**src/rtl/dactx_pkg.sv**
```systemverilog
package dactx_pkg;

    // Where the next serial bit comes from on a given cycle.
    typedef enum logic [1:0] {
        SRC_HOLD  = 2'd0,
        SRC_FRESH = 2'd1,
        SRC_SHIFT = 2'd2,
        SRC_ZERO  = 2'd3
    } tx_src_e;

    typedef struct packed {
        logic sdata;
    } tx_out_t;

endpackage

```
**src/rtl/dactx_bit_counter.sv**
```systemverilog
module dactx_bit_counter #(
    parameter int WORD_W = 16,
    parameter int COPIES = 2
) (
    input  logic clk,
    input  logic rst_n,
    input  logic start_i,
    input  logic step_i,
    output logic busy_o
);
    localparam int TOTAL = WORD_W * COPIES;
    localparam int CNT_W = $clog2(TOTAL);
    localparam logic [CNT_W-1:0] LAST_C = CNT_W'(TOTAL - 1);
    localparam logic [CNT_W-1:0] ONE_C  = CNT_W'(1);

    typedef struct packed {
        logic [CNT_W-1:0] remaining;
    } cnt_state_t;

    cnt_state_t cnt_d, cnt_q;

    always_comb begin
        cnt_d = cnt_q;
        if (start_i) begin
            cnt_d.remaining = LAST_C;
        end else if (step_i && (cnt_q.remaining != '0)) begin
            cnt_d.remaining = cnt_q.remaining - ONE_C;
        end
    end

    always_ff @(posedge clk or negedge rst_n) begin
        if (!rst_n) begin
            cnt_q <= '0;
        end else begin
            cnt_q <= cnt_d;
        end
    end

    assign busy_o = (cnt_q.remaining != '0);

endmodule

```
**src/rtl/dactx_word_rotator.sv**
```systemverilog
module dactx_word_rotator #(
    parameter int WORD_W = 16
) (
    input  logic              clk,
    input  logic              rst_n,
    input  logic              capture_i,
    input  logic              advance_i,
    input  logic [WORD_W-1:0] word_i,
    output logic              head_o
);
    typedef struct packed {
        logic [WORD_W-1:0] bits;
    } rot_state_t;

    rot_state_t rot_d, rot_q;

    // Rotate left: after WORD_W steps the word is back in place,
    // which supplies every further copy without a second register.
    function automatic logic [WORD_W-1:0] rotl(input logic [WORD_W-1:0] v);
        return {v[WORD_W-2:0], v[WORD_W-1]};
    endfunction

    always_comb begin
        rot_d = rot_q;
        if (capture_i) begin
            rot_d.bits = rotl(word_i);
        end else if (advance_i) begin
            rot_d.bits = rotl(rot_q.bits);
        end
    end

    always_ff @(posedge clk or negedge rst_n) begin
        if (!rst_n) begin
            rot_q <= '0;
        end else begin
            rot_q <= rot_d;
        end
    end

    assign head_o = rot_q.bits[WORD_W-1];

endmodule

```
**src/rtl/dactx_stereo_serializer.sv**
```systemverilog
module dactx_stereo_serializer #(
    parameter int WORD_W = 16,
    parameter int COPIES = 2
) (
    input  logic              clk,
    input  logic              rst_n,
    input  logic              bit_tick_i,
    input  logic              frame_load_i,
    input  logic [WORD_W-1:0] sample_i,
    output logic              sdata_o
);
    import dactx_pkg::*;

    localparam int MSB = WORD_W - 1;

    logic    capture;
    logic    advance;
    logic    busy;
    logic    head_bit;
    tx_src_e src;
    tx_out_t out_d, out_q;

    assign capture = bit_tick_i & frame_load_i;
    assign advance = bit_tick_i & ~frame_load_i & busy;

    dactx_bit_counter #(
        .WORD_W (WORD_W),
        .COPIES (COPIES)
    ) i_counter (
        .clk     (clk),
        .rst_n   (rst_n),
        .start_i (capture),
        .step_i  (advance),
        .busy_o  (busy)
    );

    dactx_word_rotator #(
        .WORD_W (WORD_W)
    ) i_rotator (
        .clk       (clk),
        .rst_n     (rst_n),
        .capture_i (capture),
        .advance_i (advance),
        .word_i    (sample_i),
        .head_o    (head_bit)
    );

    always_comb begin
        src = SRC_HOLD;
        if (bit_tick_i) begin
            if (frame_load_i) begin
                src = SRC_FRESH;
            end else if (busy) begin
                src = SRC_SHIFT;
            end else begin
                src = SRC_ZERO;
            end
        end

        out_d = out_q;
        case (src)
            SRC_FRESH: out_d.sdata = sample_i[MSB];
            SRC_SHIFT: out_d.sdata = head_bit;
            SRC_ZERO:  out_d.sdata = 1'b0;
            default:   out_d       = out_q;
        endcase
    end

    always_ff @(posedge clk or negedge rst_n) begin
        if (!rst_n) begin
            out_q <= '0;
        end else begin
            out_q <= out_d;
        end
    end

    assign sdata_o = out_q.sdata;

endmodule

```
**config.mk**
```make
export PLATFORM = sky130hd
export DESIGN_NAME = dactx_stereo_serializer
export DESIGN_NICKNAME = d
export VERILOG_FILES = /design/src/rtl/dactx_pkg.sv /design/src/rtl/dactx_bit_counter.sv /design/src/rtl/dactx_word_rotator.sv /design/src/rtl/dactx_stereo_serializer.sv
export SDC_FILE = /design/constraint.sdc
export NUM_CORES = 1
export LEC_CHECK = 0
export BUFFER_PORTS_ARGS = -buffer_cell sky130_fd_sc_hd__buf_4
export CAP_MARGIN = 10
export CORE_MARGIN = 8
export CORE_UTILIZATION = 53
export DETAILED_ROUTE_END_ITERATION = 10
export GPL_TIMING_DRIVEN = 0
export HOLD_SLACK_MARGIN = 0.1
export PLACE_DENSITY = 0.77
export SKIP_LAST_GASP = 1
export SLEW_MARGIN = 20
export SYNTH_ARGS = -nofsm -noshare
export SYNTH_HDL_FRONTEND = slang
export SYNTH_SLANG_ARGS = --single-unit
```
**constraint.sdc**
```tcl
create_clock -name clk -period 2.5 [get_ports clk]
set_input_delay 0 -clock clk [delete_from_list [all_inputs] [get_ports clk]]
set_output_delay 0 -clock clk [all_outputs]
set_load 0.005 [all_outputs]
```
==> summary.txt, run 1 <==
Run status
  • Status: finished clean

Placement
  • DP HPWL: 1.736 mm
  • Final RePlAce weighted congestion: 0.7478
  • Port Buffers: 19
  • DP Area: 1256 um2
  • Dpl ws: 0.4772 ns

Clock tree
  • CTS tree: built
  • Clock Sinks: 22
  • Clk_lat worst skew: 0.31 ns
  • Max clock buf depth: 2
  • Clock-pin transition on the worst setup and hold timing paths: 0.13 ns
  • H-tree Lvls: 1
  • # resized after CTS: 0
  • CTS Buf Count: 3
  • Root Buffer: clkbuf_4

Logic synthesis
  • Average size of a mapped cell: 11.61 um2
  • Synth warnings: 0
  • Largest area contributor in the netlist: dfrtp_1
  • Yosys reg bits: 22
  • Sequential-to-total area share from yosys stat: 50.98%
  • Top cells by area, synth: dfrtp_1 51%, a221o_2 14%, and3_1 6.4%, nor4b_4 2.2%, buf_6 2.1%
  • Post-synthesis cell count: 93
  • Syn_nets: 114
  • Synth unique cells: 28
  • Post-synth top area share: 50.98%
  • Syn Std Cell Area: 1080 um2

Global route
  • Vias in the first global route: 982
  • Overflow left after global routing: 0
  • Pin count of the biggest net entering global routing: 23
  • All-Layer GR Usage: 16.01%
  • Wire length of the first global-routing pass: 4.540 mm
  • Initial antenna violation count: 0

Critical path
  • Crit-path slowest cell: dfrtp_1
  • Crit Path Class: reg -> reg
  • Worst setup SP type: register
  • R2r startpoint: i_counter.cnt_q[0]
  • Critical Path AT: 2.26 ns
  • Crit-path max FO: 10
  • Flop2flop setup slack: 0.44 ns
  • Worst-case reg-to-reg path depth: 6
  • Crit path cell chain: inv_1, ha_1, nor4b_4, nor2_1, buf_6, a221o_2
  • Buffer and inverter count on the worst path: 2
  • R2r endpoint: i_rotator.rot_q[3]
  • CP Data Required Time: 2.70 ns
  • CP endpoint kind: register
  • Crit path largest cell delay: 0.42 ns
  • Family with the most delay on the worst path: simple AND/OR/NAND/NOR gates

STA
  • Period utilisation layout: 82.55%
  • Pin slew with the least headroom to its limit: 0.4581 ns
  • Hold slack: 0.09838 ns
  • Unrepaired setup endpoints after global routing: false
  • Final WS setup: 0.4363 ns
  • Min Tclk post-route: 2.064 ns
  • Highest Clock Rate: 484.6 MHz
  • Clk_skew: 0.008337 ns
  • Final hold vios: 0
  • Final Max Tran Viols: 0
  • Rel. slew slack: 69.35%
  • Final setup fails: 0
  • Setup TNS: 0 ns

Die
  • I/O pins: 21
  • Core ar.: 1942 um2
  • Row count: 16
  • Initial Util: 55.61%
  • Die H: 61.14 um
  • Die Wd: 61.14 um
  • Die ar.: 3737 um2

Power and ir drop
  • Maximum VDD drop: 0.3921 mV
  • P per Cell Area: 531.4 nW/um2
  • Leakage: 0.6958 nW

Cells and area
  • Finished Cell Area: 1483 um2
  • Layout cell share with drive strength beyond 1: 31.85%
  • Synthesis-to-finish area growth: 37.31%
  • Final core utilization: 76.35%
  • ANT cells: 0
  • # nets final: 157

Detailed routing
  • WL final: 2.577 mm
  • First DRT Iteration DRCs: 39
  • Via count: 933
  • Post-DR vias/cell: 5.759
  • First-pass DRT Iterations: 4
  • Wirelength per Cell: 15.91 um
  • Post-route DRC: 0
  • Antenna-violating nets left: 0

Worst hold path
  • Worst hold path class: in -> async

Run
  • Max-cap violations: 0
==> layout make-up <==
class                   count  area [um2]
inverters                   5       18.77
repair buffers             38       332.8
clock buffers               4       36.28
flip-flops and latches     22       550.5
fillers                   138       459.2
plain buffers               7       47.55
well taps                  27       33.78
multi-input cells          59       462.9
==> how the worst max path moves through the flow <==
stage | from | to | slack (ns) | cells past startpoint
after floorplan | i_counter.cnt_q[0] | i_rotator.rot_q[0] | 0.73 | 7
after global placement | i_counter.cnt_q[0] | i_rotator.rot_q[6] | 0.51 | 6
after detailed placement | i_counter.cnt_q[0] | i_rotator.rot_q[6] | 0.48 | 6
after CTS | i_counter.cnt_q[0] | i_rotator.rot_q[5] | 0.46 | 6
after global routing | i_counter.cnt_q[0] | i_rotator.rot_q[7] | 0.33 | 6
final | i_counter.cnt_q[0] | i_rotator.rot_q[3] | 0.44 | 6
==> metal layers <==
layer,share of wire [%],global-route usage [%]
met1,46,21.14
met4,0.74,3.987
met3,4.9,4.384
met5,0,0
met2,48,25.07
==> cells in the mapped netlist <==
| cell | n |
|---|---|
| a21oi_1 | 2 |
| a221o_2 | 13 |
| a22oi_1 | 1 |
| a311oi_1 | 2 |
| a31oi_1 | 3 |
| and2_1 | 1 |
| and3_1 | 11 |
| buf_2 | 2 |
| buf_4 | 1 |
| buf_6 | 2 |
| clkbuf_1 | 2 |
| dfrtp_1 | 22 |
| ha_1 | 1 |
| inv_1 | 5 |
| nand2_1 | 4 |
| nand2b_1 | 2 |
| nand3_1 | 3 |
| nand3b_1 | 1 |
| nor2_1 | 2 |
| nor2b_1 | 1 |
| nor3_1 | 3 |
| nor4b_4 | 1 |
| o21ai_0 | 1 |
| o21ai_4 | 1 |
| o31a_1 | 1 |
| o31ai_1 | 2 |
| o32ai_1 | 2 |
| or4b_1 | 1 |
==> registers in the layout (all words and copies together) (netlist names) <==
name / count
sdata_o: 1
i_rotator.rot_q: 16
i_counter.cnt_q: 5
==> layout by cell type (no fill, tap or decap), drive strengths merged <==
cell type | netlist | layout
buf | 5 | 24
dfrtp | 22 | 22
dlygate4sd3 | 0 | 19
a221o | 13 | 13
and3 | 11 | 11
clkbuf | 2 | 6
inv | 5 | 5
nand2 | 4 | 4
a31oi | 3 | 3
nor3 | 3 | 3
nand3 | 3 | 3
nand2b | 2 | 2
nor2 | 2 | 2
o31ai | 2 | 2
a311oi | 2 | 2
o32ai | 2 | 2
a21oi | 2 | 2
o21ai | 2 | 2
nor4b | 1 | 1
or4b | 1 | 1
nand3b | 1 | 1
and2 | 1 | 1
a22oi | 1 | 1
nor2b | 1 | 1
o31a | 1 | 1
ha | 1 | 1
==> cell families after synthesis <==
kind of cell	Yosys count	synth area share [%]
buffers and inverters	12	6.142
AO/OA/AOI/OAI	28	24.33
flip-flops	22	50.99
adder cells (fa/ha/maj)	1	1.159
AND/OR/NAND/NOR	30	17.38
==> report_power, final <==
group          switching, mW  total (mW)  internal (mW)
Clock                  0.108       0.197         0.0889
Combinational         0.0645       0.161         0.0962
Sequential            0.0302       0.430          0.400
==> per-stage QoR <==
stage               total power, mW  std cells
global placement             0.5680        139
CTS                          0.7884        162
global route                 0.8301        162
floorplan                    0.5172         93
detailed placement           0.5729        139
finish                       0.7879        162
==> repair_timing <==
action,in CTS,in global routing
hold buffers,19,0
buffers inserted,0,0
endpoints found under the hold margin,41,0
No activity file was read; power rests on OpenSTA's default activity.
==> run 2: changes to the inputs <==
--- a/config.mk
+++ b/config.mk
@@ -5,14 +5,15 @@
 export SDC_FILE = /design/constraint.sdc
 export NUM_CORES = 1
 export LEC_CHECK = 0
+export ABC_AREA = 1
 export BUFFER_PORTS_ARGS = -buffer_cell sky130_fd_sc_hd__buf_4
 export CAP_MARGIN = 10
 export CORE_MARGIN = 8
-export CORE_UTILIZATION = 53
+export CORE_UTILIZATION = 49
 export DETAILED_ROUTE_END_ITERATION = 10
 export GPL_TIMING_DRIVEN = 0
 export HOLD_SLACK_MARGIN = 0.1
-export PLACE_DENSITY = 0.77
+export PLACE_DENSITY = 0.74
 export SKIP_LAST_GASP = 1
 export SLEW_MARGIN = 20
 export SYNTH_ARGS = -nofsm -noshare
==> constraint.sdc (replaced) <==
create_clock -name clk -period 1.86 [get_ports clk]
set_input_delay 0 -clock clk [delete_from_list [all_inputs] [get_ports clk]]
set_output_delay 0 -clock clk [all_outputs]
set_load 0.005 [all_outputs]
==> run 2 against run 1 <==
Worst setup slack worse by 0.31 ns. Critical path depth unchanged. Area after synthesis up 10%. Clock-buffer cell count down 1. Combinational power up 130%. Total power up 75%. Wire length up 15%. Cell area up 11%.
==> summary.txt, run 2 <==
Run status
  • Status: finished clean

Critical path
  • Family with the most delay on the worst path: buffers and inverters
  • CP endpoint kind: register
  • CP Data Required Time: 2.07 ns
  • Buffer and inverter count on the worst path: 2
  • Crit path largest cell delay: 0.55 ns
  • Critical Path AT: 1.95 ns
  • Worst setup SP type: register
  • Crit Path Class: reg -> reg
  • Crit-path slowest cell: dlygate4sd3_1
  • Crit path cell chain: inv_1, ha_1, nand3_2, nand3_1, nand3_1, dlygate4sd3_1
  • Crit-path max FO: 4
  • Worst path most repeated cell: nand3_1

Global route
  • Vias in the first global route: 1123
  • Initial antenna violation count: 0
  • Wire length of the first global-routing pass: 4.905 mm
  • Pin count of the biggest net entering global routing: 23
  • Overflow left after global routing: 0
  • All-Layer GR Usage: 14.18%

Cells and area
  • # nets final: 233
  • Final core utilization: 68.92%
  • Most common cell after layout, fill and taps aside: nand2_1
  • Largest register FFs: 16
  • Number of filler cells placed in the layout: 196
  • Largest Register: i_rotator.rot_q
  • ANT cells: 0
  • Final std cells w/o fill: 241
  • Highest-count cells in the layout ignoring fill and taps: 89 x nand2_1, 27 x nand3_1, 24 x buf_4, 22 x dfrtp_1, 21 x dlygate4sd3_1
  • Synthesis-to-finish area growth: 38.28%
  • Layout cell share with drive strength beyond 1: 19.91%

Detailed routing
  • Via count: 1180
  • First-pass DRT Iterations: 4
  • Post-route DRC: 0
  • Post-DR vias/cell: 4.896
  • First DRT Iteration DRCs: 66
  • Wirelength per Cell: 12.28 um
  • Antenna-violating nets left: 0
  • WL final: 2.960 mm

Die
  • Die ar.: 4261 um2
  • Core ar.: 2387 um2
  • Die H: 65.28 um
  • I/O pins: 21
  • Die Wd: 65.28 um
  • Row count: 18
  • Initial Util: 49.84%

Clock tree
  • Clock Sinks: 22
  • CTS Buf Count: 3
  • CTS tree: built
  • Max clock buf depth: 2
  • H-tree Lvls: 1
  • Clk_lat worst skew: 0.31 ns
  • Clock-pin transition on the worst setup and hold timing paths: 0.13 ns
  • Postcts setup bufs: 0
  • Root Buffer: clkbuf_4

Logic synthesis
  • Syn_nets: 186
  • Top cells by area, synth: dfrtp_1 46%, nand2_1 28%, nand3_1 11%, buf_4 2.5%, buf_6 1.9%
  • Synth warnings: 0
  • Async set or reset register ratio after synthesis: 100.0%
  • Largest area contributor in the netlist: dfrtp_1
  • Synth unique cells: 16
  • Yosys reg bits: 22
  • Post-synthesis cell count: 165
  • Post-synth top area share: 46.27%
  • Most frequent cell after synthesis: nand2_1
  • EDFF count, synth: 0
  • Ys flop type: dfrtp_1
  • Average size of a mapped cell: 7.211 um2
  • Syn Std Cell Area: 1190 um2
  • Most frequent cells after synthesis: 89 x nand2_1, 27 x nand3_1, 22 x dfrtp_1, 6 x inv_1, 4 x buf_4
  • Sequential-to-total area share from yosys stat: 46.27%

Placement
  • Port Buffers: 20
  • Placed Cells: 215
  • DP HPWL: 1.886 mm
  • Final RePlAce weighted congestion: 0.7597

STA
  • Clk_skew: 0.001045 ns
  • Setup TNS: 0 ns
  • Pin slew with the least headroom to its limit: 0.4985 ns
  • Min Tclk post-route: 1.734 ns
  • Final setup fails: 0
  • Period utilisation layout: 93.21%
  • Final Max Tran Viols: 0
  • Unrepaired setup endpoints after global routing: false
  • Rel. slew slack: 66.77%
  • Final hold vios: 0
  • Highest Clock Rate: 576.8 MHz
  • Hold slack: 0.2561 ns

Power and ir drop
  • P per Cell Area: 840.4 nW/um2
  • Maximum VDD drop: 0.5423 mV
  • Leakage: 0.9226 nW

Run
  • Max-cap violations: 0

Worst hold path
  • Worst hold path class: in -> async
[run 2: cell count changes in the layout (fill, tap and decap cells not counted), moves of 3 or more]
cell	before	now
a221o_2	13	0
a31oi_1	3	0
and3_1	11	0
buf_4	20	24
nand2_1	4	89
nand3_1	3	27
nor3_1	3	0
[run 2: path summary, 6_finish.rpt]
| path | to | depth (start not counted) | slack, ns | start |
|---|---|---|---|---|
| setup / recovery | sdata_o | 6 | 0.13 | i_counter.cnt_q[0] |
| hold reg to reg | i_counter.cnt_q[4] | 2 | 0.51 | i_counter.cnt_q[4] |
| setup reg to reg | sdata_o | 6 | 0.13 | i_counter.cnt_q[0] |
| max in group asynchronous | i_rotator.rot_q[3] | 3 | 1.27 | rst_n |
| min in group clk | i_rotator.rot_q[0] | 4 | 0.49 | sample_i[15] |
| hold / removal | i_counter.cnt_q[4] | 3 | 0.26 | rst_n |
[run 2: stage by stage]
step | area, um2 | worst slack, ns | total power, mW
after floorplan | 1190 | 0.5871 | 0.8697
after global placement | 1378 | 0.4386 | 0.9587
after detailed placement | 1378 | 0.4025 | 0.9765
after CTS | 1650 | 0.1319 | 1.384
after global routing | 1645 | 0.02415 | 1.465
final | 1645 | 0.1263 | 1.383
[run 2: power breakdown]
| part | internal [mW] | switching, mW |
|---|---|---|
| sequential | 0.575 | 0.0607 |
| combinational | 0.181 | 0.191 |
| clock | 0.218 | 0.158 |
| total | 0.973 | 0.409 |
[run 2: repair_timing]
item / in CTS / in global routing
gates resized for setup: 0 / 0
hold endpoints to repair: 41 / 0
hold buffers: 22 / 0
endpoints found under the setup margin: 0 / 0
[run 2: logic make-up (layout without fill, tap and decap cells)]
kind of cell,after synthesis,count (layout),synth area share (%)
AO/OA/AOI/OAI,1,1,0.4202
adder cells (fa/ha/maj),1,1,1.051
buffers and inverters,16,62,7.781
flip-flops,22,22,46.27
AND/OR/NAND/NOR,125,125,44.48
[run 2: worst min-delay path, delay by kind of cell]
family	cells	cell delay, ns
buffers and inverters	3	1.03
[run 2: layer usage]
metal	share of wire, %	vias to the layer above	track usage (%)
met3	6.3	2	3.061
met1	45	532	17.45
met2	48	41	23.37
met5	0	-	0
li1	-	605	-
met4	0.44	0	5.995
[run 2: cell type report]
class	instances	area [um2]	area share [%]
clock buffer	3	22.52	1.369
sequential	22	550.5	33.46
clock inverter	1	30.03	1.825
multi-input combinational	127	546.8	33.23
buffer	8	62.56	3.802
timing repair buffer	42	365.4	22.21
tap	30	37.54	2.281
inverter	8	30.03	1.825
==> run 3: changes to the inputs <==
--- a/config.mk
+++ b/config.mk
@@ -8,14 +8,15 @@
 export ABC_AREA = 1
 export BUFFER_PORTS_ARGS = -buffer_cell sky130_fd_sc_hd__buf_4
 export CAP_MARGIN = 10
-export CORE_MARGIN = 8
-export CORE_UTILIZATION = 49
+export CORE_MARGIN = 4
+export CORE_UTILIZATION = 48
 export DETAILED_ROUTE_END_ITERATION = 10
 export GPL_TIMING_DRIVEN = 0
 export HOLD_SLACK_MARGIN = 0.1
-export PLACE_DENSITY = 0.74
+export PLACE_DENSITY = 0.73
 export SKIP_LAST_GASP = 1
 export SLEW_MARGIN = 20
 export SYNTH_ARGS = -nofsm -noshare
 export SYNTH_HDL_FRONTEND = slang
+export SYNTH_HIERARCHICAL = 1
 export SYNTH_SLANG_ARGS = --single-unit
==> run 3 against run 2 <==
Synthesized cell count decreased by 16%. Worst setup slack lost 0.013 ns. Cell count down 13%. First-iteration DRC count down 59%. Cell area is 5.4% lower. Global-route usage rose by 3.7 points. Wire length down 10%. Largest cell class unchanged.
==> summary.txt, run 3 <==
Run status
  • Status: finished clean

Global route
  • All-Layer GR Usage: 17.86%
  • Wire length of the first global-routing pass: 4.505 mm
  • Initial antenna violation count: 0
  • Vias in the first global route: 1034
  • Pin count of the biggest net entering global routing: 23
  • Overflow left after global routing: 0

Clock tree
  • Max clock buf depth: 2
  • Clock-pin transition on the worst setup and hold timing paths: 0.12 ns
  • CTS Buf Count: 3
  • Root Buffer: clkbuf_4
  • Clk_lat worst skew: 0.30 ns
  • H-tree Lvls: 1
  • CTS tree: built
  • Clock Sinks: 22

Die
  • Row count: 17
  • I/O pins: 21
  • Die ar.: 3200 um2
  • Initial Util: 50.70%
  • Die H: 56.57 um
  • Die Wd: 56.57 um
  • Core ar.: 2233 um2

Detailed routing
  • WL final: 2.656 mm
  • First DRT Iteration DRCs: 27
  • Wirelength per Cell: 12.65 um
  • Post-route DRC: 0
  • First-pass DRT Iterations: 4
  • Post-DR vias/cell: 5.171
  • Antenna-violating nets left: 0
  • Via count: 1086

STA
  • Unrepaired setup endpoints after global routing: false
  • Setup TNS: 0 ns
  • Min Tclk post-route: 1.747 ns
  • Final Max Tran Viols: 0
  • Rel. slew slack: 80.40%
  • Highest Clock Rate: 572.4 MHz
  • Pin slew with the least headroom to its limit: 0.2940 ns
  • Period utilisation layout: 93.92%
  • Clk_skew: 0.007490 ns
  • Final hold vios: 0
  • Final setup fails: 0

Logic synthesis
  • Top cells by area, synth: dfrtp_1 49%, nand3_1 18%, nand2_1 15%, inv_1 2.7%, buf_6 2.0%
  • Post-synth top area share: 48.62%
  • Ys flop type: dfrtp_1
  • EDFF count, synth: 0
  • Most frequent cells after synthesis: 46 x nand2_1, 41 x nand3_1, 22 x dfrtp_1, 8 x inv_1
  • Most frequent cell after synthesis: nand2_1
  • Syn_nets: 159
  • Yosys reg bits: 22
  • Post-synthesis cell count: 138
  • Syn Std Cell Area: 1132 um2
  • Average size of a mapped cell: 8.205 um2
  • Synth unique cells: 20
  • Largest area contributor in the netlist: dfrtp_1
  • Synth warnings: 6
  • Async set or reset register ratio after synthesis: 100.0%
  • Sequential-to-total area share from yosys stat: 48.62%

Cells and area
  • Register area: 550.5 um2
  • Number of filler cells placed in the layout: 182
  • Most common cell after layout, fill and taps aside: nand2_1
  • Layout cell share with drive strength beyond 1: 20.88%
  • # nets final: 205
  • Final core utilization: 69.69%
  • Largest Register: i_rotator/rot_q
  • Multi-input logic area: 493.0 um2
  • ANT cells: 0
  • Highest-count cells in the layout ignoring fill and taps: 46 x nand2_1, 41 x nand3_1, 22 x dfrtp_1, 22 x buf_4, 21 x dlygate4sd3_1
  • Largest register FFs: 16
  • Synthesis-to-finish area growth: 37.46%

Critical path
  • Crit-path max FO: 10
  • Crit Path Class: reg -> reg
  • Critical Path AT: 1.98 ns
  • Flop2flop setup slack: 0.11 ns
  • CP endpoint kind: register
  • Worst setup SP type: register
  • CP Data Required Time: 2.10 ns

Worst hold path
  • Worst hold path class: in -> reg

Run
  • Max-cap violations: 0

Power and ir drop
  • Leakage: 0.7785 nW
  • Maximum VDD drop: 0.5840 mV
  • P per Cell Area: 731.9 nW/um2

Placement
  • Final RePlAce weighted congestion: 0.7877
  • Port Buffers: 20
  • DP HPWL: 1.711 mm
[run 3: cell count changes in the layout (fill, tap and decap cells not counted), sizes merged]
cell    change
buf         -3
nand3      +14
nand2      -44
a21oi       +2
bufinv      -1
and3        +1
inv         +1
nand4       +1
clkinv      +1
o21ai       -1
[run 3: kinds of logic (layout without fill, tap and decap cells)]
family / Yosys count / in the layout / synth area share, %
AO/OA/AOI/OAI: 2 / 2 / 0.8840
buffers and inverters: 16 / 60 / 8.396
AND/OR/NAND/NOR: 97 / 97 / 41.00
adder cells (fa/ha/maj): 1 / 1 / 1.105
flip-flops: 22 / 22 / 48.62
[run 3: area by class of cell]
class | count | area share [%]
multi-input combinational | 100 | 31.67
timing repair buffer | 41 | 23.15
clock buffer | 3 | 1.447
buffer | 6 | 3.698
sequential | 22 | 35.37
inverter | 10 | 2.412
tap | 28 | 2.251
[run 3: final timing paths]
path | start | endpoint | depth (start not counted)
setup / recovery | i_counter/cnt_q[0] | i_rotator/rot_q[7] | 9
hold / removal | sample_i[9] | i_rotator/rot_q[10] | 4
setup reg to reg | i_counter/cnt_q[0] | i_rotator/rot_q[7] | 9
hold reg to reg | i_counter/cnt_q[4] | i_counter/cnt_q[4] | 2
max in group asynchronous | rst_n | i_rotator/rot_q[7] | 3
min in group asynchronous | rst_n | sdata_o | 3
[run 3: routing by layer]
layer | track usage (%) | wire length [um]
met5 | 0 | 0
met3 | 3.218 | 97
met1 | 22.43 | 1166
met4 | 9.153 | 68
met2 | 29.04 | 1323
[run 3: what timing repair did]
action                                  4_1_cts  5_1_grt
hold endpoints to repair                     39       22
hold buffers                                 20        1
gates resized for setup                       0        3
setup buffers                                 0        0
endpoints found under the setup margin        0       12
[run 3: report_power, final]
group | internal [mW] | switching, mW | leakage (nW) | total (mW)
clock network | 0.0754 | 0.138 | 0.0138 | 0.213
logic | 0.153 | 0.152 | 0.497 | 0.304
registers | 0.561 | 0.0609 | 0.268 | 0.621
[run 3: through the flow]
stage | instances | hold slack (ns) | setup slack [ns] | area [um2] | power [mW]
global placement | 186 | -0.09550 | 0.1050 | 1318 | 0.8764
detailed placement | 186 | -0.08954 | 0.07797 | 1318 | 0.8932
CTS | 209 | 0.1159 | 0.03815 | 1540 | 1.138
global route | 210 | 0.4435 | 0.01746 | 1556 | 1.234
floorplan | 138 | -0.2956 | 0.2278 | 1132 | 0.7989
finish | 210 | 0.4471 | 0.1130 | 1556 | 1.139
[run 3: critical path, cell delays in order, from the launching register on]
cell     delay (ns)
dfrtp_1        0.42
inv_2          0.08
ha_2           0.20
nand3_2        0.15
and3_4         0.25
buf_4          0.18
nor2_8         0.14
buf_8          0.14
nand2_1        0.05
nand3_1        0.07
